`src/rtl/chardisp_pkg.sv`:
```
package chardisp_pkg;

   localparam int unsigned DATA_W     = 8;
   localparam int unsigned ADDR_W     = 7;
   localparam int unsigned DD_DEPTH   = 80;
   localparam int unsigned CG_DEPTH   = 64;
   localparam int unsigned LINE_LEN   = DD_DEPTH / 2;
   localparam int unsigned LINE2_BASE = 64;
   localparam int unsigned DD_IDX_W   = $clog2(DD_DEPTH);
   localparam int unsigned CG_IDX_W   = $clog2(CG_DEPTH);

   localparam logic [DATA_W-1:0] SPACE_CODE = 8'h20;
   localparam logic [ADDR_W-1:0] L1_LAST    = ADDR_W'(LINE_LEN - 1);
   localparam logic [ADDR_W-1:0] L2_FIRST   = ADDR_W'(LINE2_BASE);
   localparam logic [ADDR_W-1:0] L2_LAST    = ADDR_W'(LINE2_BASE + LINE_LEN - 1);
   localparam logic [ADDR_W-1:0] ONE_LAST   = ADDR_W'(DD_DEPTH - 1);
   localparam logic [ADDR_W-1:0] CG_MASK    = ADDR_W'(CG_DEPTH - 1);

   typedef enum logic [3:0] {
      OP_NONE, OP_STATUS, OP_WRITE, OP_READ, OP_CLEAR, OP_HOME, OP_ENTRY,
      OP_DISPCTL, OP_SHIFT, OP_FUNC, OP_SET_CG, OP_SET_DD, OP_NOP
   } op_e;

   typedef enum logic [1:0] {DLY_NONE, DLY_SHORT, DLY_DATA, DLY_LONG} dly_e;

   typedef struct packed {
      op_e               op;
      dly_e              dly;
      logic [ADDR_W-1:0] arg;
   } cmd_t;

   typedef struct packed {
      logic                hit;
      logic [DD_IDX_W-1:0] idx;
   } dd_loc_t;

   // Display address to physical cell, per line mode
   function automatic dd_loc_t dd_map(input logic [ADDR_W-1:0] a, input logic two_line);
      dd_loc_t r;
      r.hit = 1'b0;
      r.idx = '0;
      if (two_line) begin
         if (a <= L1_LAST) begin
            r.hit = 1'b1;
            r.idx = DD_IDX_W'(a);
         end else if (a >= L2_FIRST && a <= L2_LAST) begin
            r.hit = 1'b1;
            r.idx = DD_IDX_W'(a - L2_FIRST + ADDR_W'(LINE_LEN));
         end
      end else if (a <= ONE_LAST) begin
         r.hit = 1'b1;
         r.idx = DD_IDX_W'(a);
      end
      return r;
   endfunction

   // Next counter value for one step in a given direction
   function automatic logic [ADDR_W-1:0] ac_step(input logic [ADDR_W-1:0] a, input logic up,
                                                 input logic cg, input logic two_line);
      logic [ADDR_W-1:0] n;
      if (cg) begin
         n = up ? (a + 1'b1) & CG_MASK : (a - 1'b1) & CG_MASK;
      end else if (two_line) begin
         if (up)                n = (a == L1_LAST) ? L2_FIRST : (a == L2_LAST) ? '0 : a + 1'b1;
         else                   n = (a == L2_FIRST) ? L1_LAST : (a == '0) ? L2_LAST : a - 1'b1;
      end else begin
         if (up)                n = (a == ONE_LAST) ? '0 : a + 1'b1;
         else                   n = (a == '0) ? ONE_LAST : a - 1'b1;
      end
      return n;
   endfunction

endpackage

```
`src/rtl/chardisp_decode.sv`:
```
module chardisp_decode
   import chardisp_pkg::*;
(
   input  logic              acc_valid,
   input  logic              acc_rs,
   input  logic              acc_rw,
   input  logic [DATA_W-1:0] acc_wdata,
   input  logic              busy,
   output cmd_t              cmd,
   output logic              reject
);

   always_comb begin
      cmd.op  = OP_NONE;
      cmd.dly = DLY_NONE;
      cmd.arg = acc_wdata[ADDR_W-1:0];
      reject  = 1'b0;
      if (acc_valid) begin
         if (!acc_rs && acc_rw) begin
            cmd.op = OP_STATUS;
         end else if (busy) begin
            reject = 1'b1;
         end else if (acc_rs) begin
            cmd.op  = acc_rw ? OP_READ : OP_WRITE;
            cmd.dly = DLY_DATA;
         end else begin
            cmd.dly = DLY_SHORT;
            casez (acc_wdata)
               8'b1???_????: cmd.op = OP_SET_DD;
               8'b01??_????: cmd.op = OP_SET_CG;
               8'b001?_????: cmd.op = OP_FUNC;
               8'b0001_????: cmd.op = OP_SHIFT;
               8'b0000_1???: cmd.op = OP_DISPCTL;
               8'b0000_01??: cmd.op = OP_ENTRY;
               8'b0000_001?: begin
                  cmd.op  = OP_HOME;
                  cmd.dly = DLY_LONG;
               end
               8'b0000_0001: begin
                  cmd.op  = OP_CLEAR;
                  cmd.dly = DLY_LONG;
               end
               default:      cmd.op = OP_NOP;
            endcase
         end
      end
   end

endmodule

```
`src/rtl/chardisp_busy_timer.sv`:
```
module chardisp_busy_timer
   import chardisp_pkg::*;
#(
   parameter int unsigned CLK_KHZ   = 1000,
   parameter int unsigned LONG_US_X = 1530,
   parameter int unsigned DATA_US   = 43,
   parameter int unsigned SHORT_US  = 39
) (
   input  logic clk,
   input  logic rst_n,
   input  dly_e load,
   output logic busy
);

   localparam int unsigned LONG_RAW  = (CLK_KHZ * LONG_US_X) / 1000;
   localparam int unsigned DATA_RAW  = (CLK_KHZ * DATA_US) / 1000;
   localparam int unsigned SHORT_RAW = (CLK_KHZ * SHORT_US) / 1000;
   localparam int unsigned LONG_CYC  = (LONG_RAW  < 1) ? 1 : LONG_RAW;
   localparam int unsigned DATA_CYC  = (DATA_RAW  < 1) ? 1 : DATA_RAW;
   localparam int unsigned SHORT_CYC = (SHORT_RAW < 1) ? 1 : SHORT_RAW;
   localparam int unsigned CNT_W     = $clog2(LONG_CYC + 1);

   if (CLK_KHZ < 1 || CLK_KHZ > 1000000) begin : g_bad_clk
      $error("chardisp_busy_timer: CLK_KHZ out of range");
   end
   if (LONG_CYC < DATA_CYC || LONG_CYC < SHORT_CYC) begin : g_bad_order
      $error("chardisp_busy_timer: long delay must be the largest");
   end

   logic [CNT_W-1:0] cnt_q;

   always_ff @(posedge clk or negedge rst_n) begin
      if (!rst_n) begin
         cnt_q <= '0;
      end else begin
         unique case (load)
            DLY_LONG:  cnt_q <= CNT_W'(LONG_CYC);
            DLY_DATA:  cnt_q <= CNT_W'(DATA_CYC);
            DLY_SHORT: cnt_q <= CNT_W'(SHORT_CYC);
            default:   if (cnt_q != '0) cnt_q <= cnt_q - 1'b1;
         endcase
      end
   end

   assign busy = (cnt_q != '0);

endmodule

```
`src/rtl/chardisp_regfile.sv`:
```
module chardisp_regfile #(
   parameter int unsigned DEPTH    = 80,
   parameter int unsigned W        = 8,
   parameter logic [W-1:0] INIT    = '0,
   parameter bit           HAS_FILL = 1'b0
) (
   input  logic                     clk,
   input  logic                     rst_n,
   input  logic                     we,
   input  logic [$clog2(DEPTH)-1:0] waddr,
   input  logic [W-1:0]             wdata,
   input  logic                     fill,
   input  logic [$clog2(DEPTH)-1:0] raddr,
   output logic [W-1:0]             rdata
);

   if (DEPTH < 2) begin : g_bad_depth
      $error("chardisp_regfile: DEPTH must be at least 2");
   end

   logic [W-1:0] mem_q [DEPTH];
   logic         do_fill;

   if (HAS_FILL) begin : g_fill
      assign do_fill = fill;
   end else begin : g_nofill
      assign do_fill = fill & 1'b0;
   end

   always_ff @(posedge clk or negedge rst_n) begin
      if (!rst_n) begin
         for (int i = 0; i < int'(DEPTH); i++) mem_q[i] <= INIT;
      end else if (do_fill) begin
         for (int i = 0; i < int'(DEPTH); i++) mem_q[i] <= INIT;
      end else if (we && (32'(waddr) < DEPTH)) begin
         mem_q[waddr] <= wdata;
      end
   end

   assign rdata = (32'(raddr) < DEPTH) ? mem_q[raddr] : '0;

endmodule

```
`src/rtl/chardisp_ctrl.sv`:
```
module chardisp_ctrl
   import chardisp_pkg::*;
#(
   parameter int unsigned CLK_KHZ = 1000
) (
   input  logic       clk,
   input  logic       rst_n,
   input  logic       acc_valid,
   input  logic       acc_rs,
   input  logic       acc_rw,
   input  logic [7:0] acc_wdata,
   output logic [7:0] acc_rdata,
   output logic       busy,
   output logic       err_pulse,
   output logic [7:0] mode_bits
);

   cmd_t              cmd;
   logic              reject;
   logic [ADDR_W-1:0] ac_q;
   logic              cg_sel_q;
   logic              sh_q, inc_q, blink_q, cur_q, disp_q, font_q, two_q, bus8_q;
   logic [DATA_W-1:0] rdata_q;
   logic              err_q;
   dd_loc_t           dd_loc;
   logic [DATA_W-1:0] dd_rd, cg_rd, rd_val;
   logic [ADDR_W-1:0] step_data, step_shift;

   chardisp_decode i_decode (
      .acc_valid (acc_valid),
      .acc_rs    (acc_rs),
      .acc_rw    (acc_rw),
      .acc_wdata (acc_wdata),
      .busy      (busy),
      .cmd       (cmd),
      .reject    (reject)
   );

   chardisp_busy_timer #(.CLK_KHZ(CLK_KHZ)) i_timer (
      .clk   (clk),
      .rst_n (rst_n),
      .load  (cmd.dly),
      .busy  (busy)
   );

   assign dd_loc = dd_map(ac_q, two_q);

   chardisp_regfile #(
      .DEPTH(DD_DEPTH), .W(DATA_W), .INIT(SPACE_CODE), .HAS_FILL(1'b1)
   ) i_ddram (
      .clk   (clk),
      .rst_n (rst_n),
      .we    ((cmd.op == OP_WRITE) && !cg_sel_q && dd_loc.hit),
      .waddr (dd_loc.idx),
      .wdata (acc_wdata),
      .fill  (cmd.op == OP_CLEAR),
      .raddr (dd_loc.idx),
      .rdata (dd_rd)
   );

   chardisp_regfile #(
      .DEPTH(CG_DEPTH), .W(DATA_W), .INIT('0), .HAS_FILL(1'b0)
   ) i_cgram (
      .clk   (clk),
      .rst_n (rst_n),
      .we    ((cmd.op == OP_WRITE) && cg_sel_q),
      .waddr (ac_q[CG_IDX_W-1:0]),
      .wdata (acc_wdata),
      .fill  (1'b0),
      .raddr (ac_q[CG_IDX_W-1:0]),
      .rdata (cg_rd)
   );

   assign rd_val     = cg_sel_q ? cg_rd : (dd_loc.hit ? dd_rd : '0);
   assign step_data  = ac_step(ac_q, inc_q, cg_sel_q, two_q);
   assign step_shift = ac_step(ac_q, cmd.arg[2], cg_sel_q, two_q);

   always_ff @(posedge clk or negedge rst_n) begin
      if (!rst_n) begin
         ac_q     <= '0;
         cg_sel_q <= 1'b0;
         sh_q     <= 1'b0;
         inc_q    <= 1'b1;
         blink_q  <= 1'b0;
         cur_q    <= 1'b0;
         disp_q   <= 1'b0;
         font_q   <= 1'b0;
         two_q    <= 1'b0;
         bus8_q   <= 1'b0;
         rdata_q  <= '0;
         err_q    <= 1'b0;
      end else begin
         err_q <= reject;
         unique case (cmd.op)
            OP_STATUS:  rdata_q <= {busy, ac_q};
            OP_WRITE:   ac_q <= step_data;
            OP_READ: begin
               rdata_q <= rd_val;
               ac_q    <= step_data;
            end
            OP_CLEAR: begin
               ac_q     <= '0;
               inc_q    <= 1'b1;
               cg_sel_q <= 1'b0;
            end
            OP_HOME: begin
               ac_q     <= '0;
               cg_sel_q <= 1'b0;
            end
            OP_ENTRY: begin
               inc_q <= cmd.arg[1];
               sh_q  <= cmd.arg[0];
            end
            OP_DISPCTL: begin
               disp_q  <= cmd.arg[2];
               cur_q   <= cmd.arg[1];
               blink_q <= cmd.arg[0];
            end
            OP_SHIFT:   if (!cmd.arg[3]) ac_q <= step_shift;
            OP_FUNC: begin
               bus8_q <= cmd.arg[4];
               two_q  <= cmd.arg[3];
               font_q <= cmd.arg[2];
            end
            OP_SET_CG: begin
               ac_q     <= cmd.arg & CG_MASK;
               cg_sel_q <= 1'b1;
            end
            OP_SET_DD: begin
               ac_q     <= cmd.arg;
               cg_sel_q <= 1'b0;
            end
            default: ;
         endcase
      end
   end

   assign acc_rdata = rdata_q;
   assign err_pulse = err_q;
   assign mode_bits = {bus8_q, two_q, font_q, disp_q, cur_q, blink_q, inc_q, sh_q};

endmodule

```
`config.mk`:
```
export PLATFORM = sky130hd
export DESIGN_NAME = chardisp_ctrl
export DESIGN_NICKNAME = d
export VERILOG_FILES = /design/src/rtl/chardisp_pkg.sv /design/src/rtl/chardisp_decode.sv /design/src/rtl/chardisp_busy_timer.sv /design/src/rtl/chardisp_regfile.sv /design/src/rtl/chardisp_ctrl.sv
export SDC_FILE = /design/constraint.sdc
export NUM_CORES = 2
export LEC_CHECK = 0
export ABC_AREA = 1
export BUFFER_PORTS_ARGS = -buffer_cell sky130_fd_sc_hd__buf_2
export CAP_MARGIN = 10
export CELL_PAD_IN_SITES_DETAIL_PLACEMENT = 1
export CELL_PAD_IN_SITES_GLOBAL_PLACEMENT = 2
export CORE_AREA = 2 2 390 392
export DETAILED_ROUTE_END_ITERATION = 8
export DIE_AREA = 0 0 392 394
export PLACE_DENSITY = 0.78
export SETUP_SLACK_MARGIN = 0.5
export SYNTH_ARGS = -nofsm -noshare
export SYNTH_HDL_FRONTEND = slang
export SYNTH_HIERARCHICAL = 1
export SYNTH_SLANG_ARGS = --single-unit
```
`constraint.sdc`:
```
create_clock -name clk -period 4.59 [get_ports clk]
set_input_delay 0.459 -clock clk [delete_from_list [all_inputs] [get_ports clk]]
set_output_delay 0.459 -clock clk [all_outputs]
set_load 0.02 [all_outputs]
```
# ---- Word-level counts from Yosys, hierarchy flattened
# Index checks and enable logic that the tools add are counted.
# Widths: inputs -> output; s select.
dict set report word_totals {
  register_bits 1188
  word_cells 277
  output_inout_bits 18
  in_bits 13
}
dict set report op_classes {
  muxes 55
  eq_ne 26
  addsub 5
  order_cmp 9
  n_reduce_logical 23
  bitwise 2
}
# op n
set ops {}
lappend ops {{$mux 640} 2}
lappend ops {{$bwmux 640} 1}
lappend ops {{$bwmux 512} 1}
lappend ops {{$mux 7} 15}
lappend ops {{$mux 8} 13}
lappend ops {{$bmux 8 s7} 1}
lappend ops {{$demux 8 s7} 1}
lappend ops {{$bmux 8 s6} 1}
lappend ops {{$demux 8 s6} 1}
lappend ops {{$pmux 7 s5} 1}
lappend ops {{$pmux 11 s3} 1}
lappend ops {{$pmux 4 s8} 1}
lappend ops {{$mux 6} 5}
lappend ops {{$eq 7x7->1 const B} 3}
lappend ops {{$eq 4x3->1 const B} 4}
lappend ops {{$eq 4x4->1 const B} 4}
lappend ops {{$pmux 8 s2} 1}
lappend ops {{$ge 7x7->1 const B} 2}
lappend ops {{$le 7x7->1 const B} 2}
lappend ops {{$mux 11} 1}
lappend ops {{$reduce_bool 11->1} 1}
lappend ops {{$sub 11x1->11 const B} 1}
lappend ops {{$eq 4x1->1 const B} 2}
lappend ops {{$eq 4x2->1 const B} 2}
lappend ops {{33 further kinds} 53}

# ---- Depth between registers and ports, before layout
dict set report logic_depth {
  ltp_word 13
  ltp_mapped 30
  depth_no_buf 28
}

# ---- Hierarchy
# Netlist, hierarchy kept.
# mod cells_each area_each_um2 instances seq_area_each_um2
set modules_own_cells {}
lappend modules_own_cells {{chardisp_regfile (i_ddram)} 3808 31181.2 1 16115.5}
lappend modules_own_cells {{chardisp_regfile (i_cgram)} 2952 23653.9 1 12812.3}
lappend modules_own_cells {chardisp_ctrl 383 2447.3 1 626.9}
lappend modules_own_cells {chardisp_busy_timer 109 792.0 1 275.3}
lappend modules_own_cells {chardisp_decode 44 229.0 1 0.0}

# ---- Worst setup path before layout
# Ideal clock, no wire load.
dict set report synth_timing {
  kind {flip-flop to flip-flop}
  startpoint {register ac_q[1]}
  endpoint {register rdata_q[1] (netlist: acc_rdata[1])}
  synth_period_minus_slack_ns 3.466
  path_buffers 3
  path_slack_ns 1.124
  arrival_time_ns 3.401
  setup_ns 0.066
  required_time_ns 4.524
  stages_incl_launch_ff 29
  cell_sequence {dfrtp_1 ha_1 nand2_1 nor2_1 nand2_2 clkinv_2 nor2_2 inv_2 nand2_4 nand2_4 inv_2 nor2_1 buf_4 inv_4 buf_4 buf_2 nand3_1 nand3_1 nand2_1 nand2_1 nand3_1 nand3_1 nand2_1 nand2_1 nand2_1 nand3_1 a21oi_1 o21ai_1 nand2_1}
}
# element line_no
set synth_rtl {}
lappend synth_rtl {{from (decl)} chardisp_ctrl.sv:20} ;# logic [ADDR_W-1:0] ac_q;
lappend synth_rtl {{from (signal assigned)} chardisp_ctrl.sv:96} ;# OP_WRITE: ac_q <= step_data;
lappend synth_rtl {{from (signal assigned)} chardisp_ctrl.sv:99} ;# ac_q <= step_data;
lappend synth_rtl {{from (signal assigned)} chardisp_ctrl.sv:119} ;# OP_SHIFT: if (!cmd.arg[3]) ac_q <= step_shift;
lappend synth_rtl {{to (signal assigned)} chardisp_ctrl.sv:95} ;# OP_STATUS: rdata_q <= {busy, ac_q};
lappend synth_rtl {{to (signal assigned)} chardisp_ctrl.sv:98} ;# rdata_q <= rd_val;
lappend synth_rtl {{to (decl)} chardisp_ctrl.sv:23} ;# logic [DATA_W-1:0] rdata_q;

==> out/metrics.yaml <==
drt_pass1_iterations: 5
cts_tree: "done"
vdd_ir_drop_max_mv: 0.417
cp.depth: 18
clockRootBuffer: "clkbuf_16"
vias: 51000
finalSetupTns_ps: 0
final_nets: 7128
rows: 143
setup_viol: 0
cp.arrival_ps: 4590
die_area_mm2: 0.154
worstSetupPathType: "flip-flop to flip-flop"
grt_overflow_total: 0
drtIter0Drc: 3286
syn_nets: 7320
initial_utilization_pct: 38.7
dp_slack_ps: 339
r2r_setup_slack_ps: 610
r2r_cells: 18
tightest_slew_ps: 1040
place.gp.congestion: 0.878
worst_path_max_delay_cell: "nor4_4"
cap_violations: 0
clkTransAtPathRegs_ps: 60
final_max_slew_viol_count: 0
setup_slack_ps: 611
grt_use_total_pct: 26.9
place_area_mm2: 0.0598
power_per_cell_area_mw_per_mm2: 534
clk_path_buf_depth: 3
grt_pass1_wl_um: 325000
rsz0062_at_grt: "true"
portBuffers: 30
yosys_warnings: 6
drt_wl_total_um: 209000
cpLargestDelayFamily: "simple AND/OR/NAND/NOR gates"
ant_nets: 0
hold_viol_final: 0
cts_sinks: 1188
endpoint_kind: "flip-flop"
finalCritPeriodShare_pct: 86.7
relSlewSlack_pct: 30.7
hold_path_end: "err_pulse"
synthToLayoutAreaGrowth_pct: 12.2
drc: 0
max_clock_freq_mhz: 251
grt_pass1_vias: 53100
worstPathMaxFanout: 16
wl_per_cell_um: 22.7
synth_cells: 7295
core_mm2: 0.151
diodes: 0
drive_gt1_share_pct: 10.7
cp_slowest_stage_delay_ps: 400
pin_count: 31
crit_chain: "inv_1 > ha_1 > nand2_2 > inv_2 > nand2_2 > nor2_4 > nand2_4 > nor3_2 > inv_1 > a31oi_1 > nand3_1 > nor2_2 > inv_2 > nor4_4 > buf_4 > nand2_1 > nand2_1 > o21ai_0"
fin_crit_ps: 3980
chipHeight_um: 394
synthesis.area_mm2: 0.0583
dpl.hpwl_um: 126000
timing.rr.start: "i_timer/cnt_q[1]"
critPathBufInv: 5
grt_max_degree: 181
crit_path_start_kind: "flip-flop"
status: "completed"
nFillCells: 18000
clk_latency_ps: 770
timing.rr.end: "i_cgram/mem_q[360]"
hold_path_depth: 3
cts_buffers: 142
worstHoldStart: "acc_rs"
fin_worst_skew_ps: 31.3
dieWidth_um: 392
hold_path_class: "input pin to flip-flop"
antenna_found_initial: 0
synth_area_per_cell_um2: 7.99
leakage_nw: 30.1
via_per_inst: 5.51
cts_max_level: 4
crit_required_ps: 5200
finalInstanceArea_mm2: 0.0654
## placed cells by master (no fill, tap or decap), types with 8 or more instances in the layout
| cell type | n |
|---|---|
| o21ai_1 | 59 |
| a21oi_1 | 220 |
| clkbuf_8 | 32 |
| clkinv_2 | 16 |
| nand2_2 | 151 |
| nor2_4 | 20 |
| buf_16 | 10 |
| clkbuf_1 | 42 |
| buf_12 | 43 |
| nand2_1 | 1970 |
| nand3_2 | 10 |
| inv_1 | 387 |
| buf_2 | 29 |
| o21ai_0 | 772 |
| dfrtp_1 | 1102 |
| nand2_4 | 10 |
| o22ai_1 | 285 |
| nor3_1 | 11 |
| nor2_1 | 268 |
| buf_4 | 103 |
| inv_2 | 29 |
| ha_1 | 11 |
| bufinv_16 | 8 |
| clkbuf_16 | 156 |
| nand3_1 | 1262 |
| nor3_4 | 10 |
| dfstp_2 | 81 |
| nand4_1 | 11 |
## tightest hold or removal path, stage by stage
cell and delay (ps):
buf_2 90, nor2_1 60, nor3_1 140
## sequential cells by signal (all words and copies together) (netlist names)
signal	count
bus8_q	1
i_cgram/mem_q	512
i_ddram/mem_q	640
inc_q	1
ac_q	7
disp_q	1
blink_q	1
font_q	1
cur_q	1
sh_q	1
two_q	1
cg_sel_q	1
err_pulse	1
acc_rdata	8
i_timer/cnt_q	11
## worst max path at each step
stage / from / endpoint / slack [ps]
after floorplan: ac_q[1] / acc_rdata[1] / 1120
after global placement: ac_q[0] / acc_rdata[5] / 380
after detailed placement: ac_q[0] / acc_rdata[5] / 340
after CTS: ac_q[0] / acc_rdata[5] / 500
after global routing: i_timer/cnt_q[0] / i_cgram/mem_q[360] / 330
final: i_timer/cnt_q[1] / i_cgram/mem_q[360] / 610
## what timing repair did
action                     CTS  global route
hold endpoints to repair    87             0
buffers inserted             3            25
resized for setup           20            80
hold buffers                 2             0
gates cloned                 2            10
pin swaps                    1             6
setup endpoints to repair  168           823
## layout make-up
cell class	instances	area [um2]	area share, %
timing repair buffer	202	2360	3.61
inverter	431	1690	2.58
timing repair inverter	2	20.0	0.0306
clock inverter	32	397	0.606
tap	2030	2540	3.88
sequential	1188	29800	45.6
multi-input combinational	5136	24300	37.1
clock buffer	222	4300	6.57
## power by group
| part | total [W] | internal [W] | switching (W) |
|---|---|---|---|
| combinational | 0.0126 | 0.00334 | 0.00927 |
| clock | 0.0114 | 0.00687 | 0.00456 |
| sequential | 0.0109 | 0.0107 | 0.000155 |
| total | 0.0349 | 0.0209 | 0.0140 |
## metal layers
metal	track usage (%)	routed length, um	vias up
met3	3.14	7490	328
met4	9.38	7080	0
met5	0	0	-
li1	-	-	23900
met1	36.1	93900	25800
met2	44.7	101000	936
## stage by stage
step                utilization [%]  instances  total power [W]  hold WS, ps
floorplan                         -       7295           0.0182          163
CTS                            42.9       9208           0.0345         11.0
detailed placement             39.7       8947           0.0227          468
finish                         43.4       9243           0.0349         59.9
global route                   43.4       9243           0.0366         64.7
global placement               39.7       8947           0.0227          464
Note: power is estimated with default switching activity, not from simulation.
